$ cat config.mk
export PLATFORM = sky130hd
export DESIGN_NAME = serial_rx_core
export DESIGN_NICKNAME = d
export VERILOG_FILES = /design/src/rtl/srx_pkg.sv /design/src/rtl/srx_line_sync.sv /design/src/rtl/srx_frame_fsm.sv /design/src/rtl/srx_regfile.sv /design/src/rtl/serial_rx_core.sv
export SDC_FILE = /design/constraint.sdc
export NUM_CORES = 1
export LEC_CHECK = 0
export ABC_AREA = 1
export BUFFER_PORTS_ARGS = -buffer_cell sky130_fd_sc_hd__buf_2
export CAP_MARGIN = 10
export CORE_ASPECT_RATIO = 1.2
export CORE_MARGIN = 2
export CORE_UTILIZATION = 61
export CTS_BUF_LIST = sky130_fd_sc_hd__clkbuf_4 sky130_fd_sc_hd__clkbuf_8
export CTS_CLUSTER_SIZE = 30
export DETAILED_ROUTE_END_ITERATION = 10
export PLACE_DENSITY = 0.84
export SYNTH_ARGS = -nofsm -noshare
export SYNTH_HDL_FRONTEND = slang
export SYNTH_SLANG_ARGS = --single-unit
$ cat constraint.sdc
create_clock -name clk -period 4.1 [get_ports clk]
set_input_delay 0.205 -clock clk [delete_from_list [all_inputs] [get_ports clk]]
set_output_delay 0.205 -clock clk [all_outputs]
set_load 0.02 [all_outputs]
$ cat src/rtl/srx_pkg.sv
`timescale 1ns/1ps
package srx_pkg;
    localparam logic [1:0] ADDR_DATA = 2'd0;
    localparam logic [1:0] ADDR_STAT = 2'd1;
    localparam logic [1:0] ADDR_CTRL = 2'd2;

    localparam int unsigned ST_FULL = 0;
    localparam int unsigned ST_OVR  = 1;
    localparam int unsigned ST_FER  = 2;

    localparam int unsigned CT_EN   = 0;
    localparam int unsigned CT_TWO  = 1;

    typedef enum logic [2:0] {
        RX_IDLE,
        RX_START,
        RX_DATA,
        RX_STOP,
        RX_STOP2
    } rx_state_e;
endpackage

$ cat src/rtl/srx_line_sync.sv
`timescale 1ns/1ps
module srx_line_sync #(
    parameter int unsigned STAGES = 2
) (
    input  logic clk,
    input  logic rst_n,
    input  logic din,
    output logic dout
);
    logic [STAGES-1:0] sh_d, sh_q;

    always_comb begin
        sh_d = {sh_q[STAGES-2:0], din};
    end

    always_ff @(posedge clk or negedge rst_n) begin
        if (!rst_n) sh_q <= '1;
        else        sh_q <= sh_d;
    end

    assign dout = sh_q[STAGES-1];
endmodule

$ cat src/rtl/srx_frame_fsm.sv
`timescale 1ns/1ps
module srx_frame_fsm
    import srx_pkg::*;
#(
    parameter int unsigned DATA_W = 8,
    parameter int unsigned OSR    = 16
) (
    input  logic              clk,
    input  logic              rst_n,
    input  logic              tick,
    input  logic              line,
    input  logic              run,
    input  logic              two_stop,
    output logic              done,
    output logic [DATA_W-1:0] done_byte,
    output logic              stop_ok
);
    localparam int unsigned CNT_W = $clog2(OSR);
    localparam int unsigned IDX_W = $clog2(DATA_W);
    localparam logic [CNT_W-1:0] CNT_MID  = CNT_W'(OSR/2 - 1);
    localparam logic [CNT_W-1:0] CNT_LAST = CNT_W'(OSR - 1);
    localparam logic [IDX_W-1:0] IDX_LAST = IDX_W'(DATA_W - 1);

    typedef struct packed {
        rx_state_e         state;
        logic [CNT_W-1:0]  cnt;
        logic [IDX_W-1:0]  idx;
        logic [DATA_W-1:0] shreg;
        logic              prev;
        logic              done;
        logic              stop_ok;
    } fsm_t;

    localparam fsm_t FSM_RST = '{state: RX_IDLE, cnt: '0, idx: '0,
                                 shreg: '0, prev: 1'b1, done: 1'b0, stop_ok: 1'b0};

    fsm_t fsm_d, fsm_q;

    always_comb begin
        fsm_d      = fsm_q;
        fsm_d.done = 1'b0;
        if (tick) begin
            fsm_d.prev = line;
            unique case (fsm_q.state)
                RX_IDLE: begin
                    if (fsm_q.prev && !line) begin
                        fsm_d.state = RX_START;
                        fsm_d.cnt   = '0;
                    end
                end
                RX_START: begin
                    if (fsm_q.cnt == CNT_MID) begin
                        fsm_d.cnt = '0;
                        fsm_d.idx = '0;
                        fsm_d.state = line ? RX_IDLE : RX_DATA;
                    end else begin
                        fsm_d.cnt = fsm_q.cnt + 1'b1;
                    end
                end
                RX_DATA: begin
                    if (fsm_q.cnt == CNT_LAST) begin
                        fsm_d.cnt   = '0;
                        fsm_d.shreg = {line, fsm_q.shreg[DATA_W-1:1]};
                        if (fsm_q.idx == IDX_LAST) fsm_d.state = RX_STOP;
                        else                       fsm_d.idx   = fsm_q.idx + 1'b1;
                    end else begin
                        fsm_d.cnt = fsm_q.cnt + 1'b1;
                    end
                end
                RX_STOP: begin
                    if (fsm_q.cnt == CNT_LAST) begin
                        fsm_d.cnt     = '0;
                        fsm_d.done    = 1'b1;
                        fsm_d.stop_ok = line;
                        fsm_d.state   = two_stop ? RX_STOP2 : RX_IDLE;
                    end else begin
                        fsm_d.cnt = fsm_q.cnt + 1'b1;
                    end
                end
                RX_STOP2: begin
                    if (fsm_q.cnt == CNT_LAST) begin
                        fsm_d.cnt   = '0;
                        fsm_d.state = RX_IDLE;
                    end else begin
                        fsm_d.cnt = fsm_q.cnt + 1'b1;
                    end
                end
                default: fsm_d.state = RX_IDLE;
            endcase
        end
        if (!run) begin
            fsm_d.state = RX_IDLE;
            fsm_d.cnt   = '0;
            fsm_d.done  = 1'b0;
        end
    end

    always_ff @(posedge clk or negedge rst_n) begin
        if (!rst_n) fsm_q <= FSM_RST;
        else        fsm_q <= fsm_d;
    end

    assign done      = fsm_q.done;
    assign done_byte = fsm_q.shreg;
    assign stop_ok   = fsm_q.stop_ok;

    // each finished frame is reported by a single-cycle pulse
    assert_done_pulse_R2: assert property (@(posedge clk) disable iff (!rst_n)
        fsm_q.done |=> !fsm_q.done);
endmodule

$ cat src/rtl/srx_regfile.sv
`timescale 1ns/1ps
module srx_regfile
    import srx_pkg::*;
#(
    parameter int unsigned DATA_W = 8
) (
    input  logic              clk,
    input  logic              rst_n,
    input  logic [1:0]        bus_addr,
    input  logic              bus_rd,
    input  logic              bus_wr,
    input  logic [DATA_W-1:0] bus_wdata,
    output logic [DATA_W-1:0] bus_rdata,
    input  logic              fr_done,
    input  logic [DATA_W-1:0] fr_byte,
    input  logic              fr_stop_ok,
    output logic              rx_en,
    output logic              two_stop,
    output logic              flag_err
);
    typedef struct packed {
        logic [DATA_W-1:0] rdr;
        logic              full;
        logic              ovr;
        logic              fer;
        logic              arm_full;
        logic              arm_ovr;
        logic              arm_fer;
        logic              en;
        logic              two;
    } regs_t;

    regs_t regs_d, regs_q;

    logic rd_stat, wr_stat, wr_ctrl;
    assign rd_stat = bus_rd && (bus_addr == ADDR_STAT);
    assign wr_stat = bus_wr && (bus_addr == ADDR_STAT);
    assign wr_ctrl = bus_wr && (bus_addr == ADDR_CTRL);

    logic unused_wdata;
    assign unused_wdata = ^bus_wdata[DATA_W-1:3];

    always_comb begin
        regs_d = regs_q;
        if (rd_stat) begin
            if (regs_q.full) regs_d.arm_full = 1'b1;
            if (regs_q.ovr)  regs_d.arm_ovr  = 1'b1;
            if (regs_q.fer)  regs_d.arm_fer  = 1'b1;
        end
        if (wr_stat) begin
            if (regs_q.arm_full && !bus_wdata[ST_FULL]) begin
                regs_d.full = 1'b0; regs_d.arm_full = 1'b0;
            end
            if (regs_q.arm_ovr && !bus_wdata[ST_OVR]) begin
                regs_d.ovr = 1'b0; regs_d.arm_ovr = 1'b0;
            end
            if (regs_q.arm_fer && !bus_wdata[ST_FER]) begin
                regs_d.fer = 1'b0; regs_d.arm_fer = 1'b0;
            end
        end
        if (wr_ctrl) begin
            regs_d.en  = bus_wdata[CT_EN];
            regs_d.two = bus_wdata[CT_TWO];
        end
        if (fr_done) begin
            if (!fr_stop_ok) begin
                regs_d.fer = 1'b1;
                regs_d.rdr = fr_byte;
            end else if (regs_d.full) begin
                regs_d.ovr = 1'b1;
            end else begin
                regs_d.full = 1'b1;
                regs_d.rdr  = fr_byte;
            end
        end
    end

    always_ff @(posedge clk or negedge rst_n) begin
        if (!rst_n) regs_q <= '0;
        else        regs_q <= regs_d;
    end

    always_comb begin
        bus_rdata = '0;
        unique case (bus_addr)
            ADDR_DATA: bus_rdata = regs_q.rdr;
            ADDR_STAT: begin
                bus_rdata[ST_FULL] = regs_q.full;
                bus_rdata[ST_OVR]  = regs_q.ovr;
                bus_rdata[ST_FER]  = regs_q.fer;
            end
            ADDR_CTRL: begin
                bus_rdata[CT_EN]  = regs_q.en;
                bus_rdata[CT_TWO] = regs_q.two;
            end
            default: bus_rdata = '0;
        endcase
    end

    assign rx_en    = regs_q.en;
    assign two_stop = regs_q.two;
    assign flag_err = regs_q.ovr | regs_q.fer;

    // the older byte survives an overrun
    assert_ovr_keeps_data_R6: assert property (@(posedge clk) disable iff (!rst_n)
        $rose(regs_q.ovr) |-> $stable(regs_q.rdr));
    // framing flag only follows a low stop bit
    assert_fer_from_bad_stop_R4: assert property (@(posedge clk) disable iff (!rst_n)
        $rose(regs_q.fer) |-> $past(fr_done && !fr_stop_ok));
    // overrun flag drops only on a status write with that bit 0
    assert_ovr_clear_by_write_R8: assert property (@(posedge clk) disable iff (!rst_n)
        $fell(regs_q.ovr) |-> $past(wr_stat && !bus_wdata[ST_OVR]));
    // framing flag drops only on a status write with that bit 0
    assert_fer_clear_by_write_R8: assert property (@(posedge clk) disable iff (!rst_n)
        $fell(regs_q.fer) |-> $past(wr_stat && !bus_wdata[ST_FER]));
endmodule

$ cat src/rtl/serial_rx_core.sv
`timescale 1ns/1ps
module serial_rx_core #(
    parameter int unsigned DATA_W      = 8,
    parameter int unsigned OSR         = 16,
    parameter int unsigned SYNC_STAGES = 2
) (
    input  logic              clk,
    input  logic              rst_n,
    input  logic              os_tick,
    input  logic              rxd_i,
    input  logic [1:0]        bus_addr,
    input  logic              bus_rd,
    input  logic              bus_wr,
    input  logic [DATA_W-1:0] bus_wdata,
    output logic [DATA_W-1:0] bus_rdata
);
    logic              line_s;
    logic              fr_done, fr_stop_ok;
    logic [DATA_W-1:0] fr_byte;
    logic              rx_en, two_stop, flag_err, run;

    assign run = rx_en && !flag_err;

    srx_line_sync #(.STAGES(SYNC_STAGES)) sync_i (
        .clk  (clk),
        .rst_n(rst_n),
        .din  (rxd_i),
        .dout (line_s)
    );

    srx_frame_fsm #(.DATA_W(DATA_W), .OSR(OSR)) fsm_i (
        .clk      (clk),
        .rst_n    (rst_n),
        .tick     (os_tick),
        .line     (line_s),
        .run      (run),
        .two_stop (two_stop),
        .done     (fr_done),
        .done_byte(fr_byte),
        .stop_ok  (fr_stop_ok)
    );

    srx_regfile #(.DATA_W(DATA_W)) regs_i (
        .clk       (clk),
        .rst_n     (rst_n),
        .bus_addr  (bus_addr),
        .bus_rd    (bus_rd),
        .bus_wr    (bus_wr),
        .bus_wdata (bus_wdata),
        .bus_rdata (bus_rdata),
        .fr_done   (fr_done),
        .fr_byte   (fr_byte),
        .fr_stop_ok(fr_stop_ok),
        .rx_en     (rx_en),
        .two_stop  (two_stop),
        .flag_err  (flag_err)
    );

    // no frame is delivered while an error flag is pending
    assert_stall_on_error_R7: assert property (@(posedge clk) disable iff (!rst_n)
        flag_err |-> !fr_done);
endmodule

[Word-level counts from Yosys, hierarchy flattened]
Cells that the tools add are included.
Storage, ports and cells
  bits in registers: 39
  output and inout bits: 8
  logic and storage cells: 106
Operators by class
  add/subtract/negate cells: 2
  equal/unequal tests: 21
  multiplexer cells: 42
  bitwise operators: 1
  reductions and logical operators: 23
Operator list (number)
  two-way mux 3 bit: 10
  two-way mux 21 bit: 1
  != test 3 bit (second input constant): 6
  two-way mux 8 bit: 2
  case mux 3 bit (5 select lines): 1
  two-way mux 7 bit: 2
  two-way mux 1 bit: 12
  case mux 4 bit (3 select lines): 1
  two-way mux 11 bit: 1
  two-way mux 9 bit: 1
  AND reduction 3 bit: 3
  logical AND 1 bit: 8
  two-way mux 2 bit: 4
  two-way mux 4 bit: 2
  AND reduction 7 bit: 1
  == test 3 x 2 -> 1 bit (second input constant): 2
  == test 3 bit (second input constant): 2
  two-way mux 6 bit: 1
  != test 2 bit (second input constant): 3
  case mux 2 bit (3 select lines): 1
  case mux 3 bit (2 select lines): 1
  zero test 1 bit: 5
  two-way mux 5 bit: 1
  AND reduction 5 bit: 1
  other kinds (16): 17

[Depth between registers and ports, before layout]
Gate-level depths: netlist of the first run.
  depth after elaboration: 8
  gate-level depth with buffers: 9

[Hierarchy]
A second synthesis of the first run with hierarchy kept.
Second synthesis, totals
  cells, all modules: 259
  area, all modules: 2125.8 um2
Modules (own cells, without submodules)
  srx_frame_fsm: times used 1, cells each 162, area an instance 1277.5 um2, seq. area each 526.8 um2
  srx_regfile: times used 1, cells each 93, area an instance 785.8 um2, seq. area each 400.4 um2
  srx_line_sync: times used 1, cells each 2, area an instance 52.6 um2, seq. area each 52.6 um2
  serial_rx_core: times used 1, cells each 2, area an instance 10.0 um2, seq. area each 0.0 um2

[Worst setup path after synthesis of the first run]
No wires, ideal clock.
  path type: register -> register
  from: register fsm_i.fsm_q[14] (netlist bit)
  to: register fsm_i.fsm_q (netlist bit fsm_i.done_byte[0])
  library setup time: 0.125 ns
  arrival time: 1.290 ns
  data required time: 3.975 ns
  slack: 2.685 ns
  stages on the path, launching flop included: 6
  clock period less this slack: 1.415 ns
  cell sequence: dfrtp_1 ha_1 nand3_2 nor2_2 nand2_4 mux2_4
On the way
  word-level cells in the longest chain between the ends: 2
Ends and longest elaborated chain
  from (decl): line srx_frame_fsm.sv:37  | fsm_t fsm_d, fsm_q;
  from (signal assigned): line srx_frame_fsm.sv:100  | else fsm_q <= fsm_d;
  == test 4 bit: line srx_frame_fsm.sv:61  | if (fsm_q.cnt == CNT_LAST) begin
  AND reduction 3 bit (no source line)
Every way passes these cells.
A chain may end at the register's enable or synchronous reset.

[Final worst setup path of the first run]
  from: register regs_i.regs_q[6]
  to: register fsm_i.fsm_q[18] (netlist bit)
On the way
  word-level cells in the longest chain between the ends: 5
  elaborated cells on any way between the ends: 12
Ends and longest elaborated chain
  from (decl): line srx_regfile.sv:33  | regs_t regs_d, regs_q;
  from (signal assigned): line srx_regfile.sv:80  | else regs_q <= regs_d;
  bitwise OR 1 bit *: line srx_regfile.sv:102  | assign flag_err = regs_q.ovr | regs_q.fer;
  zero test 1 bit *: line serial_rx_core.sv:22  | assign run = rx_en && !flag_err;
  logical AND 1 bit *: line serial_rx_core.sv:22
  != test 3 bit (no source line) or != test 2 bit (tied branches)
  AND reduction 7 bit (no source line)
Mark *: on every way between the ends. The rest lies on a longest branch, timed or not.

==> results.yml, run 1 <==
outcome:
  status: "completed"
final_layout:
  diodes: 0
  post-route-util: 0.7192
  final_common_cell: "nand2_1"
  area_delta_synth_final_pct: 10.30
  nets: 290
  layout-drive-gt1-share: 0.1985
  final_cell_mix: "nand2_1 (67), dfrtp_1 (36), nand3_1 (27)"
  num-fill-cells: 271
setup_path:
  r2r_cells: 7
  reg2reg_to: "fsm_i.fsm_q[18]"
  critPathLaunch: "regs_i.regs_q[6]"
  required_ns: 4.39
  path_max_fanout: 13
  regToRegSetupSlack_ns: 2.39
  cp-end-kind: "flop"
  worstReg2RegStart: "regs_i.regs_q[6]"
  start_kind: "flop"
  criticalPathCategory: "flop to flop"
  crit_arrival_ns: 2.00
route:
  top_layer_used: "met4"
  vias: 1659
  firstDrtPassIters: 4
  wl_um: 3771
  route.antenna.remaining_nets: 0
  first_iter_violations: 78
  drc: 0
  dr_wl_met3_um: 154
  wire_per_inst_um: 12.24
  wl_met2_um: 1897
  m1WireLength_um: 1640
  avgViaCountPerCell: 5.386
hold_path:
  min_to: "regs_i.regs_q[2]"
  hold_path_depth: 3
  hold_path.startpoint: "bus_wdata[2]"
  hold_class: "input port to flop"
floorplanning:
  rows: 22
  ios: 24
  dieHeight_um: 67.17
  die_width_um: 56.64
  start_util: 0.6521
  die_area_um2: 3804
  coreArea_um2: 3110
global_routing:
  grt.total_usage: 0.2342
  grt_pass1_wl_um: 6789
  grt_overflow_total: 0
  grt_max_degree: 40
  grt_antenna_before_repair: 0
  grt_pass1_vias: 1635
logic_synthesis:
  synth-seq-cells: 39
  ys.warnings.count: 0
  synthesis.nets: 268
  netlist_area_um2: 2028
  synth_cell_type_count: 30
  ys_seq_area_frac: 0.4830
  postSynthCellCount: 249
  syn_avg_cell_area_um2: 8.145
place:
  port_buffers: 18
  gp_congestion: 0.9007
  hpwlAfterDp_um: 2639
cts:
  htree_levels: 2
  cts_tree: "done"
  cts.sinks: 39
  ctsHoldBuffers: 2
  postCtsSetupBuffers: 0
  clk_latency_ns: 0.35
  numCtsBuffers: 5
  cts_root_buf: "clkbuf_4"
  cts_resized: 0
  path_clk_slew_ns: 0.11
  cts_buffer_depth: 2
sta:
  setup_viol: 0
  rsz0062_at_grt: "false"
  hold_ws_ns: 0.1314
  finClkSkew_ns: 0.009276
  timing.slew.headroom: 0.4349
  slew_violations: 0
  worst_pin_slew_ns: 0.8476
  min_period_ns: 1.710
  hold_viol_final: 0
  finalCritPeriodShare: 0.4171
  max_freq_mhz: 584.7
  fin_tns_setup_ns: 0
power_and_ir_drop:
  total_power_mw: 0.8130
  peakVddDrop_mv: 0.3567
  cellLeakagePower_nw: 1.172
  power_density_nw_per_um2: 363.4
job:
  maxCapViolCount: 0
## layer usage
metal | up-vias | global-route usage
met3 | 7 | 0.05556
met4 | 0 | 0.1190
met1 | 766 | 0.2614
met2 | 37 | 0.4186
li1 | 849 | -
met5 | - | 0
## worst max-delay path, cell delays in order (launching register included)
cell,delay (ns)
dfrtp_1,0.42
inv_1,0.08
nand2_1,0.08
nor2_1,0.58
nand2_1,0.19
nor3_1,0.19
nand2_1,0.08
nand2_1,0.05
## kinds of logic after synthesis
group                      Yosys count  share of synthesized area
buffers and inverters               32                    0.06601
xor gates and xnor gates             1                   0.004319
AOI/OAI and AO/OA                   32                    0.09438
muxes                                1                   0.007401
adders and majority gates            3                    0.01851
and+or+nand+nor                    141                     0.3263
DFF                                 39                     0.4830
## metrics by stage
step	cell area, um^2	instances	setup slack [ns]
after global placement	2131	298	2.432
after CTS	2237	308	2.371
after global routing	2237	308	2.195
after floorplan	2028	249	2.685
after detailed placement	2131	298	2.393
final	2237	308	2.390
## report_power, final
group	switching (mW)	total, mW	internal, mW
Sequential	0.0239	0.433	0.409
Clock	0.125	0.269	0.144
Combinational	0.0738	0.111	0.0369
## how the worst max path moves through the flow
stage,slack [ns],endpoint
after floorplan,2.69,fsm_i.done_byte[0]
after CTS,2.37,fsm_i.fsm_q[18]
after global placement,2.43,fsm_i.fsm_q[18]
after global routing,2.20,fsm_i.fsm_q[18]
after detailed placement,2.39,fsm_i.fsm_q[18]
final,2.39,fsm_i.fsm_q[18]
## state kept, by name (all words and copies together), names as in the netlist
register,flops
sync_i.sh_q,2
regs_i.rx_en,1
regs_i.two_stop,1
fsm_i.done_byte,8
fsm_i.done,1
fsm_i.fsm_q,11
fsm_i.stop_ok,1
regs_i.regs_q,14
## cell usage after synthesis (all sizes together)
master	n	area, um^2
or2	1	8.760
a21oi	7	46.30
buf	4	28.78
ha	3	37.54
mux2	1	15.01
clkbuf	1	3.750
nand3	28	145.1
a31oi	4	25.02
o211ai	3	22.52
nand4	4	40.04
nand2	74	310.3
xnor2	1	8.760
nor3	2	10.01
nor2	32	147.6
inv	27	101.4
o21ai	18	97.59
dfrtp	36	900.9
dfstp	3	78.83
## area by class of cell
cell class	instances	area, um^2	share of cell area
clock buffers	6	51.30	0.02293
clock inverters	2	35.03	0.01566
inverters	27	101.3	0.04530
multi-input cells	178	914.6	0.4088
flip-flops and latches	39	979.7	0.4379
well taps	36	45.04	0.02013
repair buffers	20	110.1	0.04922
Power figures use the tool's default switching activity.
==> run 2: changes to the inputs <==
--- a/config.mk
+++ b/config.mk
@@ -10,11 +10,11 @@
 export CAP_MARGIN = 10
 export CORE_ASPECT_RATIO = 1.2
 export CORE_MARGIN = 2
-export CORE_UTILIZATION = 61
+export CORE_UTILIZATION = 54
 export CTS_BUF_LIST = sky130_fd_sc_hd__clkbuf_4 sky130_fd_sc_hd__clkbuf_8
 export CTS_CLUSTER_SIZE = 30
 export DETAILED_ROUTE_END_ITERATION = 10
-export PLACE_DENSITY = 0.84
+export PLACE_DENSITY = 0.79
 export SYNTH_ARGS = -nofsm -noshare
 export SYNTH_HDL_FRONTEND = slang
 export SYNTH_SLANG_ARGS = --single-unit
==> constraint.sdc (replaced) <==
create_clock -name clk -period 1.5 [get_ports clk]
set_input_delay 0.075 -clock clk [delete_from_list [all_inputs] [get_ports clk]]
set_output_delay 0.075 -clock clk [all_outputs]
set_load 0.02 [all_outputs]
==> run 2 against run 1 <==
Against the previous run: die area rose by 12%; clock skew fell by 0.0026 ns; worst hold slack got worse by 0.061 ns; final cell count rose by 3.2%; combinational power rose to 2.9 times the previous value; flip-flop and latch count did not move; worst setup slack got worse by 2.3 ns; routed wire length rose by 1.2%; critical endpoint is now fsm_i.fsm_q[19]; register-to-register slack got worse by 2.3 ns; largest power group unchanged; final area rose by 6.2%; clock power rose to 3.9 times the previous value.
==> results.yml, run 2 (synthesis gave the netlist of run 1 again) <==
sta:
  hold_viol_final: 0
  finalCritPeriodShare: 0.9427
  min_period_ns: 1.414
  finClkSkew_ns: 0.006696
  slew_violations: 0
  worst_pin_slew_ns: 0.4886
  hold_ws_ns: 0.07056
  fin_tns_setup_ns: 0
  timing.slew.headroom: 0.6742
  setup_viol: 0
  max_freq_mhz: 707.2
  rsz0062_at_grt: "false"
final_layout:
  final_common_cell: "nand2_1"
  nets: 297
  diodes: 0
  largest_register_ffs: 14
  area_delta_synth_final_pct: 17.15
  final_cell_mix: "nand2_1 (67), dfrtp_1 (36), nand3_1 (27)"
  largest_register: "regs_i.regs_q"
  layout-drive-gt1-share: 0.2222
cts:
  htree_levels: 2
  cts_buffer_depth: 2
  cts_tree: "done"
  cts.sinks: 39
  path_clk_slew_ns: 0.07
  numCtsBuffers: 5
  clk_latency_ns: 0.29
  cts_root_buf: "clkbuf_8"
hold_path:
  hold_class: "input port to flop"
  min_to: "regs_i.regs_q[2]"
  hold_path_depth: 3
  hold_path.startpoint: "bus_wdata[2]"
setup_path:
  cpLargestDelayFamily: "simple AND/OR/NAND/NOR gates"
  cpMaxStageDelayCell: "dfrtp_1"
  worstReg2RegStart: "fsm_i.fsm_q[15]"
  regToRegSetupSlack_ns: 0.09
  reg2reg_to: "fsm_i.fsm_q[19]"
  path_buf_inv: 1
  cp-end-kind: "flop"
  start_kind: "flop"
  criticalPathCategory: "flop to flop"
  path_max_fanout: 3
  crit_arrival_ns: 1.65
  required_ns: 1.73
  r2r_cells: 8
  max_stage_delay_ns: 0.41
  worstPathCellList: "ha_4 -> buf_4 -> nand3_1 -> nand2_2 -> o21ai_2 -> nor2_1 -> nand3_1 -> nand2_1"
  critPathMostFrequentCell: "nand3_1"
route:
  firstDrtPassIters: 4
  drc: 0
  vias: 1665
  wl_um: 3815
  first_iter_violations: 91
  wire_per_inst_um: 12.00
  avgViaCountPerCell: 5.236
  route.antenna.remaining_nets: 0
global_routing:
  grt_max_degree: 40
  grt_pass1_vias: 1588
  grt_pass1_wl_um: 6541
  grt_antenna_before_repair: 0
  grt.total_usage: 0.2033
  grt_overflow_total: 0
power_and_ir_drop:
  switching_power_mw: 0.6454
  clkPwrFrac: 0.412
  p_comb_frac: 0.126
  cellLeakagePower_nw: 1.231
  total_power_mw: 2.559
  swShare: 0.2522
  internal-power_mw: 1.914
  p_seq_frac: 0.463
  power_density_nw_per_um2: 1077
  peakVddDrop_mv: 0.6688
floorplanning:
  ios: 24
  dieHeight_um: 71.14
  rows: 24
  die_width_um: 59.95
  coreArea_um2: 3603
  die_area_um2: 4264
  start_util: 0.5628
place:
  port_buffers: 18
  hpwlAfterDp_um: 2779
  gp_congestion: 0.8440
outcome:
  status: "completed"
job:
  maxCapViolCount: 0
-- run 2: repair_timing --
item / in CTS / in global routing
buffers inserted: 0 / 1
hold endpoints to repair: 37 / 0
endpoints found under the setup margin: 0 / 12
hold buffers: 2 / 0
resized for setup: 0 / 3
-- run 2: power by group through the flow --
stage	logic (mW)	clock network, mW	registers, mW
2_1_floorplan	0.221	0	1.19
3_3_place_gp	0.307	0	1.20
3_5_place_dp	0.315	0	1.20
4_1_cts	0.323	1.07	1.18
5_1_grt	0.368	1.10	1.19
6_report	0.322	1.05	1.18
-- run 2: cell type report --
class	instances	area, um^2
Clock buffer	6	76.32
Multi-Input combinational cell	178	934.6
Fill cell	297	1227
Clock inverter	2	60.06
Tap cell	39	48.80
Inverter	27	101.3
Sequential cell	39	979.7
Timing Repair Buffer	27	175.2
-- run 2: layer usage --
layer | GRT usage | wire length, um | share of wire | up-vias
met2 | 0.3671 | 1962 | 0.51 | 27
met1 | 0.2267 | 1674 | 0.44 | 771
li1 | - | - | - | 862
met4 | 0.07407 | 65 | 0.017 | 0
met3 | 0.04388 | 113 | 0.030 | 5
met5 | 0 | 0 | 0 | -
-- run 2: through the flow --
step / std cells / util / area, um^2 / setup WS [ns]
global placement: 307 / 0.6083 / 2192 / 0.09003
finish: 318 / 0.6594 / 2376 / 0.08589
floorplan: 249 / - / 2028 / 0.08501
CTS: 317 / 0.6517 / 2349 / 0.04961
global route: 318 / 0.6594 / 2376 / 0.005711
detailed placement: 307 / 0.6083 / 2192 / 0.06011
-- run 2: worst max path at each step --
stage | start | endpoint | slack, ns | depth (start not counted)
6_report | fsm_i.fsm_q[15] | fsm_i.fsm_q[19] | 0.09 | 8
5_1_grt | fsm_i.fsm_q[11] | fsm_i.fsm_q[13] | 0.006 | 6
4_1_cts | fsm_i.fsm_q[15] | fsm_i.fsm_q[11] | 0.05 | 7
3_5_place_dp | fsm_i.fsm_q[15] | fsm_i.fsm_q[11] | 0.06 | 7
3_3_place_gp | fsm_i.fsm_q[15] | fsm_i.done_byte[6] | 0.09 | 7
2_1_floorplan | fsm_i.fsm_q[14] | fsm_i.done_byte[0] | 0.09 | 5
-- run 2: worst min-delay path: stages --
cell     delay (ns)
buf_2          0.09
inv_1          0.06
a31oi_1        0.09
==> run 3: changes to the inputs <==
--- a/config.mk
+++ b/config.mk
@@ -10,11 +10,11 @@
 export CAP_MARGIN = 10
 export CORE_ASPECT_RATIO = 1.2
 export CORE_MARGIN = 2
-export CORE_UTILIZATION = 54
+export CORE_UTILIZATION = 60
 export CTS_BUF_LIST = sky130_fd_sc_hd__clkbuf_4 sky130_fd_sc_hd__clkbuf_8
 export CTS_CLUSTER_SIZE = 30
 export DETAILED_ROUTE_END_ITERATION = 10
-export PLACE_DENSITY = 0.79
+export PLACE_DENSITY = 0.83
 export SYNTH_ARGS = -nofsm -noshare
 export SYNTH_HDL_FRONTEND = slang
 export SYNTH_SLANG_ARGS = --single-unit
==> constraint.sdc (replaced) <==
create_clock -name clk -period 1.4 [get_ports clk]
set_input_delay 0.07 -clock clk [delete_from_list [all_inputs] [get_ports clk]]
set_output_delay 0.07 -clock clk [all_outputs]
set_load 0.02 [all_outputs]
==> run 3 against run 2 <==
Against the previous run: the flow now finishes with violations (negative setup slack); core utilization is 8.2 points higher; critical endpoint is now fsm_i.fsm_q[18]; non-clock buffer count up 5; clock power shrank 8%; flip-flop and latch count did not move; worst setup slack worse by 0.10 ns; critical path type unchanged.
==> results.yml, run 3 (synthesis gave the netlist of run 1 again) <==
setup_path:
  cp.depth: 9
  r2r_cells: 9
  crit_arrival_ns: 1.60
  max_stage_delay_ns: 0.38
  critPathMostFrequentCell: "nand2_1"
  path_buf_inv: 0
  cp-end-kind: "flop"
  reg2reg_to: "fsm_i.fsm_q[18]"
  regToRegSetupSlack_ns: -0.02
  start_kind: "flop"
  worstPathCellList: "ha_2 -> nand3_4 -> nand2_1 -> nor2_1 -> nor2_2 -> nand2_2 -> nand2_1 -> nand2_1 -> nand2_1"
  path_max_fanout: 4
  required_ns: 1.58
  criticalPathCategory: "flop to flop"
  worstReg2RegStart: "fsm_i.fsm_q[15]"
  cpLargestDelayFamily: "simple AND/OR/NAND/NOR gates"
  cpMaxStageDelayCell: "dfrtp_1"
cts:
  path_clk_slew_ns: 0.08
  cts_tree: "done"
  cts_root_buf: "clkbuf_8"
  postCtsSetupBuffers: 0
  cts.sinks: 39
  htree_levels: 2
  numCtsBuffers: 5
  clk_latency_ns: 0.29
  cts_buffer_depth: 2
final_layout:
  area_delta_synth_final_pct: 19.86
  largest_register_ffs: 14
  nets: 302
  num-fill-cells: 267
  largest_register: "regs_i.regs_q"
  final_common_cell: "nand2_1"
  final_cell_mix: "nand2_1 (66), dfrtp_1 (35), nand3_1 (26)"
  diodes: 0
  fin_cells: 321
  layout-drive-gt1-share: 0.2570
  fin_area_um2: 2431
sta:
  hold_viol_final: 0
  setup_viol: 3
  fin_tns_setup_ns: -0.02145
  min_period_ns: 1.415
  timing.slew.headroom: 0.7458
  finalCritPeriodShare: 1.011
  slew_violations: 0
  worst_pin_slew_ns: 0.3814
  setup_slack_ns: -0.01546
  finClkSkew_ns: 0.007111
  rsz0062_at_grt: "true"
  max_freq_mhz: 706.5
place:
  dpl_cell_area_um2: 2250
  dp_cells: 311
  port_buffers: 18
  pre_cts_ws_ns: 0.03220
  hpwlAfterDp_um: 3028
  gp_congestion: 0.8880
floorplanning:
  ios: 24
  dieHeight_um: 67.69
  die_area_um2: 3863
  rows: 23
  die_width_um: 57.08
  coreArea_um2: 3281
  start_util: 0.6182
global_routing:
  grt_overflow_total: 0
  grt_pass1_vias: 1643
  grt.total_usage: 0.2432
  grt_antenna_before_repair: 0
  grt_max_degree: 26
  grt_pass1_wl_um: 7079
hold_path:
  hold_path.startpoint: "bus_wdata[1]"
  min_to: "regs_i.two_stop"
  hold_path_depth: 3
  hold_class: "input port to flop"
route:
  wl_um: 4264
  drc: 0
  vias: 1762
  firstDrtPassIters: 4
  first_iter_violations: 92
  route.antenna.remaining_nets: 0
  wire_per_inst_um: 13.28
  avgViaCountPerCell: 5.489
power_and_ir_drop:
  p_comb_frac: 0.143
  cellLeakagePower_nw: 1.254
  swShare: 0.2713
  peakVddDrop_mv: 1.034
  total_power_mw: 2.616
  power_density_nw_per_um2: 1076
  clkPwrFrac: 0.369
  internal-power_mw: 1.906
  p_seq_frac: 0.488
  switching_power_mw: 0.7098
outcome:
  status: "complete, but fails checks"
  failed_checks: "negative setup slack"
job:
  maxCapViolCount: 0
-- run 3: worst min-delay path: cells and delay by family --
| kind | cells | cell delay [ns] |
|---|---|---|
| buf+inv | 2 | 0.16 |
| compound gates | 1 | 0.09 |
-- run 3: worst max-delay path by stage --
stage / start / endpoint / slack [ns]
floorplan: fsm_i.fsm_q[14] / fsm_i.done_byte[0] / 0.004
global placement: fsm_i.fsm_q[11] / fsm_i.fsm_q[11] / 0.05
detailed placement: fsm_i.fsm_q[14] / fsm_i.done_byte[0] / 0.03
CTS: fsm_i.fsm_q[14] / fsm_i.done_byte[0] / 0.01
global route: fsm_i.fsm_q[15] / fsm_i.fsm_q[19] / -0.09
finish: fsm_i.fsm_q[15] / fsm_i.fsm_q[18] / -0.02
-- run 3: through the flow --
step	utilization	hold slack (ns)
after floorplan	-	-0.2256
after global placement	0.6857	-0.002530
after detailed placement	0.6857	0.004493
final	0.7410	0.06977
after global routing	0.7410	0.08951
after CTS	0.7277	0.06430
-- run 3: timing repair --
item / 4_1_cts / 5_1_grt
setup endpoints to repair: 0 / 12
gates resized for setup: 0 / 11
hold buffers: 2 / 0
endpoints found under the hold margin: 15 / 0
-- run 3: power groups by stage --
stage               clock [mW]  combinational [mW]  sequential (mW)
detailed placement           0               0.350             1.29
floorplan                    0               0.236             1.27
CTS                      0.986               0.361             1.27
finish                   0.966               0.373             1.28
global placement             0               0.337             1.28
global route              1.03               0.418             1.29
-- run 3: cell type report --
class                           count  area, um^2  area share
Clock inverter                      2       35.03     0.01441
Inverter                           27       101.3     0.04169
Timing Repair Buffer               32       232.7     0.09573
Clock buffer                        6       82.58     0.03397
Tap cell                           37       46.29     0.01904
Multi-Input combinational cell    178       952.2      0.3917
Sequential cell                    39       980.9      0.4035
-- run 3: layer usage --
layer / vias up / wire [um] / GRT usage
li1: 873 / - / -
met1: 838 / 1781 / 0.2568
met2: 39 / 2257 / 0.4713
met3: 12 / 135 / 0.05172
met4: 0 / 90 / 0.09012
met5: - / 0 / 0
